--- config.mk ---
export PLATFORM = sky130hd
export DESIGN_NAME = mux_bus_ctrl
export DESIGN_NICKNAME = d
export VERILOG_FILES = /design/src/rtl/mux_bus_ctrl.sv
export SDC_FILE = /design/constraint.sdc
export NUM_CORES = 1
export LEC_CHECK = 0
export BUFFER_PORTS_ARGS = -buffer_cell sky130_fd_sc_hd__buf_2
export CORE_AREA = 2 2 74 76
export CTS_CLUSTER_SIZE = 14
export DETAILED_ROUTE_END_ITERATION = 8
export DIE_AREA = 0 0 76 78
export PLACE_DENSITY = 0.85
export SYNTH_ARGS = -nofsm -noshare
export SYNTH_HDL_FRONTEND = slang
export SYNTH_SLANG_ARGS = --single-unit
--- constraint.sdc ---
create_clock -name clk -period 2.8 [get_ports clk]
set_input_delay 0.56 -clock clk [delete_from_list [all_inputs] [get_ports clk]]
set_output_delay 0.56 -clock clk [all_outputs]
set_load 0.02 [all_outputs]
--- src/rtl/mux_bus_ctrl.sv ---
module mux_bus_ctrl #(
  parameter int DIV_W = 4,
  parameter int CNT_W = 4
) (
  input  logic             clk,
  input  logic             rst_n,
  input  logic             cfg_wide,
  input  logic [DIV_W-1:0] cfg_div,
  input  logic [CNT_W-1:0] cfg_t_ale,
  input  logic [CNT_W-1:0] cfg_t_acc,
  input  logic [CNT_W-1:0] cfg_t_ahd,
  input  logic [CNT_W-1:0] cfg_idle_w2x,
  input  logic [CNT_W-1:0] cfg_idle_r2r,
  input  logic [CNT_W-1:0] cfg_idle_r2w,
  input  logic             req_valid,
  input  logic             req_write,
  input  logic             req_half,
  input  logic [16:0]      req_addr,
  input  logic [15:0]      req_wdata,
  output logic             req_ready,
  output logic [15:0]      req_rdata,
  output logic [15:0]      bus_ad_o,
  output logic             bus_ad_oe,
  input  logic [15:0]      bus_ad_i,
  output logic             bus_ale,
  output logic             bus_cs_n,
  output logic             bus_rd_n,
  output logic             bus_wr_n,
  output logic [1:0]       bus_bl_n
);

  typedef enum logic [2:0] {S_IDLE, S_GAP, S_ALE, S_ACC, S_HOLD} st_t;

  st_t              st_q;
  logic [DIV_W-1:0] div_q;
  logic [CNT_W-1:0] cnt_q;
  logic             last_rd_q;
  logic             gap_go_q;

  logic             tick, last, act, data_ph;
  logic [CNT_W-1:0] gap_sel;
  logic [15:0]      addr_bus, wd_bus, rd_fmt;
  logic [1:0]       lane_n;

  assign tick    = div_q >= cfg_div;
  assign last    = cnt_q == '0;
  assign gap_sel = req_write ? cfg_idle_r2w : cfg_idle_r2r;
  assign act     = st_q == S_ALE || st_q == S_ACC || st_q == S_HOLD;
  assign data_ph = st_q == S_ACC || st_q == S_HOLD;

  assign addr_bus = cfg_wide ? req_addr[16:1] : req_addr[15:0];
  assign wd_bus   = !cfg_wide ? {8'h00, req_wdata[7:0]} :
                    req_half  ? req_wdata : {2{req_wdata[7:0]}};
  assign rd_fmt   = !cfg_wide    ? {8'h00, bus_ad_i[7:0]} :
                    req_half     ? bus_ad_i :
                    req_addr[0]  ? {8'h00, bus_ad_i[15:8]} : {8'h00, bus_ad_i[7:0]};
  assign lane_n   = !cfg_wide ? 2'b10 : req_half ? 2'b00 : req_addr[0] ? 2'b01 : 2'b10;

  always_ff @(posedge clk or negedge rst_n)
    if (!rst_n) div_q <= '0;
    else        div_q <= tick ? '0 : div_q + 1'b1;

  always_ff @(posedge clk or negedge rst_n) begin
    if (!rst_n) begin
      st_q      <= S_IDLE;
      cnt_q     <= '0;
      last_rd_q <= 1'b0;
      gap_go_q  <= 1'b0;
      req_rdata <= '0;
    end else if (tick) begin
      case (st_q)
        S_IDLE:
          if (req_valid) begin
            if (last_rd_q && gap_sel != '0) begin
              st_q     <= S_GAP;
              cnt_q    <= gap_sel - 1'b1;
              gap_go_q <= 1'b1;
            end else begin
              st_q  <= S_ALE;
              cnt_q <= cfg_t_ale;
            end
          end
        S_GAP:
          if (!last) cnt_q <= cnt_q - 1'b1;
          else if (gap_go_q) begin
            st_q  <= S_ALE;
            cnt_q <= cfg_t_ale;
          end else st_q <= S_IDLE;
        S_ALE:
          if (!last) cnt_q <= cnt_q - 1'b1;
          else begin
            st_q  <= S_ACC;
            cnt_q <= cfg_t_acc;
          end
        S_ACC:
          if (!last) cnt_q <= cnt_q - 1'b1;
          else begin
            st_q  <= S_HOLD;
            cnt_q <= cfg_t_ahd;
            if (!req_write) req_rdata <= rd_fmt;
          end
        S_HOLD:
          if (!last) cnt_q <= cnt_q - 1'b1;
          else begin
            last_rd_q <= !req_write;
            if (req_write && cfg_idle_w2x != '0) begin
              st_q     <= S_GAP;
              cnt_q    <= cfg_idle_w2x - 1'b1;
              gap_go_q <= 1'b0;
            end else st_q <= S_IDLE;
          end
        default: st_q <= S_IDLE;
      endcase
    end
  end

  assign req_ready = tick && st_q == S_HOLD && last;
  assign bus_cs_n  = !act;
  assign bus_ale   = st_q == S_ALE;
  assign bus_rd_n  = !(st_q == S_ACC && !req_write);
  assign bus_wr_n  = !(st_q == S_ACC && req_write);
  assign bus_ad_oe = bus_ale || (data_ph && req_write);
  assign bus_ad_o  = bus_ale ? addr_bus : (data_ph && req_write) ? wd_bus : 16'h0000;
  assign bus_bl_n  = act ? lane_n : 2'b11;

  AST_ALE_NO_STROBE: assert property (@(posedge clk) disable iff (!rst_n)
    bus_ale |-> bus_rd_n && bus_wr_n && bus_ad_oe);
  AST_ALE_ADDR_STABLE: assert property (@(posedge clk) disable iff (!rst_n)
    bus_ale && $past(bus_ale) |-> $stable(bus_ad_o));
  AST_STROBE_AFTER_ALE: assert property (@(posedge clk) disable iff (!rst_n)
    $fell(bus_ale) |-> (!bus_rd_n || !bus_wr_n));
  AST_HOLD_KEEPS_CS: assert property (@(posedge clk) disable iff (!rst_n)
    ($rose(bus_rd_n) || $rose(bus_wr_n)) |-> !bus_cs_n);
  AST_READ_RELEASED: assert property (@(posedge clk) disable iff (!rst_n)
    !bus_rd_n |-> !bus_ad_oe);
  AST_ONE_STROBE: assert property (@(posedge clk) disable iff (!rst_n)
    bus_rd_n || bus_wr_n);
  AST_READY_PULSE: assert property (@(posedge clk) disable iff (!rst_n)
    req_ready |=> !req_ready);
  AST_IDLE_QUIET: assert property (@(posedge clk) disable iff (!rst_n)
    bus_cs_n |-> !bus_ale && bus_rd_n && bus_wr_n && !bus_ad_oe && bus_bl_n == 2'b11);

endmodule

==> impl_results.md <==
* Warnings, synthesis at 0
* Reg2Reg Launch Point: cnt_q[0]
* Worst-case clock skew at 7.63 ps
* Final hold viol count at 0
* TritonCTS clock tree: done
* Final Setup Violations at 0
* Initial antenna violation count at 0
* DP Wirelength at 6050 µm
* Final period utilization at 95.1%
* Max cap viols at 0
* Final Max Slew Viols at 0
* DP Area at 3220 µm²
* Clock period minus worst slack at 2660 ps
* Chip Width at 76 µm
* Sequential area share after synthesis at 28.7%
* Top_reg_cell synth: dfrtp_1
* Slew headroom at 47.1%
* Clk_lat worst skew at 280 ps
* Via Count at 2,808
* Crit path max fanout at 9
* Overall power at 2.32 mW
* Final Core Density at 66.3%
* Mean post-synth cell area at 8.57 µm²
* Port Buf Inserts at 122
* GRT overflow at 0
* Flop-to-flop setup slack at 390 ps
* Status: finished clean
* Syn nets at 388
* Synth Register Bits at 29
* Pre-antenna DRT Iters at 5
* Area Overhead vs Synth at 32.3%
* Share of synthesized registers carrying an async set or reset at 100%
* Antenna-violating nets left at 0
* Layout cells sized above 1 at 35.9%
* RSZ-0062 raised after global routing: false
* Final hold slack at 303 ps
* Core Region at 5040 µm²
* Total GRT Usage at 25.5%
* Crit path from: st_q[0]
* Peak supply drop at 296 µV
* # clock sinks at 29
* Filler cell count at 428
* Cell variety after synth at 56
* Setup TNS at 0 ps
* Hold Buf Count CTS at 0
* Crit Path Class: register to output pin
* Non-Filler Instances at 488
* Post-Syn Instances at 295
* Vias in the first global route at 2,718
* Post-DR vias/cell at 5.75
* Number of flops mapped to enable cells by yosys at 0
* R2r endpoint: req_rdata[4]
* Htree depth at 2
* Leakage power at 1.78 nW
* Place WS at 255 ps
* Critical path, cell by cell: nor2_2, nand2_1, nand2_1, nand3_1, o22ai_1, buf_2
* Largest net degree at the start of global routing at 30
* Slowest stage delay, CP at 450 ps
* Wirelength, routed at 7510 µm
* Initial DRC count at 182
* Reg2reg path depth at 7
* First-pass GRT wire length at 12,400 µm
* Root Buffer: clkbuf_8
* Ports at 123
* Drt drc at 0
* Initial Util at 50.1%
* Rows at 26
* Worst hold path class: input port to async pin
* Worst EP arrival at 2100 ps
* Setup crit start kind: register
* CP endpoint kind: output pin
* Final Cell Area at 3340 µm²
* Longest Clk Path Bufs at 2
* Placed Cells at 480
* TritonCTS Buffers at 5
* Final WS setup at 137 ps
* Cell area after synthesis at 2530 µm²
* Number of diodes at 0
* Die area at 5930 µm²
* CP dominant cell by count: nand2_1
* # nets final at 510
* Worst path required time at 2240 ps
* Pwr Density at 695 nW/µm²
* Worst-path clk slew at 60 ps
* Worst slew pin tran at 793 ps
* CP max stage cell: dfrtp_1
* Fmax achieved at 376 MHz
* GPL Wtd Cong at 0.948
* Routed WL per cell at 15.4 µm
* Die Y-Extent at 78 µm
==> synthesized netlist by cell type, drive strengths merged, types with 2 or more instances <==
cell / count / share of area (%)
mux2i: 44 / 17
o21ai: 39 / 7.9
dfrtp: 29 / 29
nor2: 22 / 3.4
inv: 16 / 2.4
nand3: 14 / 2.8
buf: 12 / 2.7
a211oi: 11 / 3.3
ha: 10 / 5.0
o22ai: 10 / 2.5
nand2b: 8 / 2.3
clkbuf: 7 / 1.0
nand2: 7 / 1.0
a21oi: 6 / 1.2
nor3: 5 / 0.99
nor2b: 4 / 0.99
a31oi: 3 / 0.74
o221ai: 3 / 1.0
o31ai: 3 / 0.89
xnor2: 3 / 1.0
xor2: 3 / 1.0
a22oi: 2 / 0.59
and3: 2 / 0.49
mux2: 2 / 0.89
nand3b: 2 / 0.59
nor3b: 2 / 0.79
nor4: 2 / 0.49
o211a: 2 / 0.79
o21a: 2 / 0.59
or4b: 2 / 0.79
or4bb: 2 / 0.89
==> how the worst max path moves through the flow <==
stage / endpoint / slack, ps / cells after the start
floorplan: cnt_q[0] / 250 / 8
global placement: cnt_q[0] / 310 / 8
detailed placement: cnt_q[3] / 250 / 8
CTS: req_ready / 120 / 6
global route: bus_ad_o[13] / 40 / 6
finish: bus_ad_o[8] / 140 / 6
==> cells by family after synthesis <==
family / synth area share, %
compound gates: 22.6
simple gates: 17.1
mux: 18.3
buf+inv: 6.24
flops: 28.7
fa+ha+maj: 4.95
xor+xnor: 2.08
==> cells in the final DEF, fill, tap and decap left out, types with 3 or more instances in the layout <==
master,netlist,layout
dfrtp_1,29,29
o21ai_1,10,10
ha_1,10,10
nor3_1,5,4
o21ai_0,28,28
buf_4,1,12
a31oi_1,3,3
clkbuf_8,0,6
inv_1,16,16
nand2b_1,7,7
nand3_1,14,14
o221ai_1,3,3
xor2_1,3,3
o31ai_1,3,3
nor2_1,21,21
o22ai_1,10,10
nand2_1,7,7
xnor2_1,3,3
mux2i_1,44,44
buf_2,9,122
nor2b_1,4,4
a21oi_1,6,6
a211oi_1,11,11
==> power by group <==
group / internal [mW] / switching [mW]
sequential: 0.515 / 0.0986
clock: 0.290 / 0.159
combinational: 0.516 / 0.745
total: 1.32 / 1.00
==> registers in the layout (all words and copies together), names as in the netlist <==
signal and count:
cnt_q 4, div_q 4, gap_go_q 1, last_rd_q 1, req_rdata 16, st_q 3
==> metal layers <==
layer / GRT usage (%) / vias up / share of wire, %
li1: - / 1341 / -
met1: 30.0 / 1322 / 40
met2: 46.9 / 131 / 52
met3: 3.02 / 14 / 6.0
met4: 10.9 / 0 / 2.1
met5: 0 / - / 0
==> worst max-delay path: cells and delay by family (launching register included) <==
kind,cells,cell delay [ps]
DFF,1,450
and+or+nand+nor,4,920
buffers and inverters,1,210
AOI/OAI and AO/OA,1,250
==> repair_timing <==
item | 4_1_cts | 5_1_grt
setup buffers | 0 | 0
pin swaps | 0 | 0
endpoints found under the setup margin | 1 | 1
gates resized for setup | 1 | 1
==> layout make-up <==
class	count	area [µm²]	share of cell area (%)
clock buffer	7	86.3	2.58
clock inverter	1	30.0	0.898
inverter	17	65.1	1.95
multi-input combinational	230	1650	49.3
sequential	29	726	21.7
tap	70	87.6	2.62
timing repair buffer	134	701	21.0
Note: power is estimated with default switching activity, not from simulation.
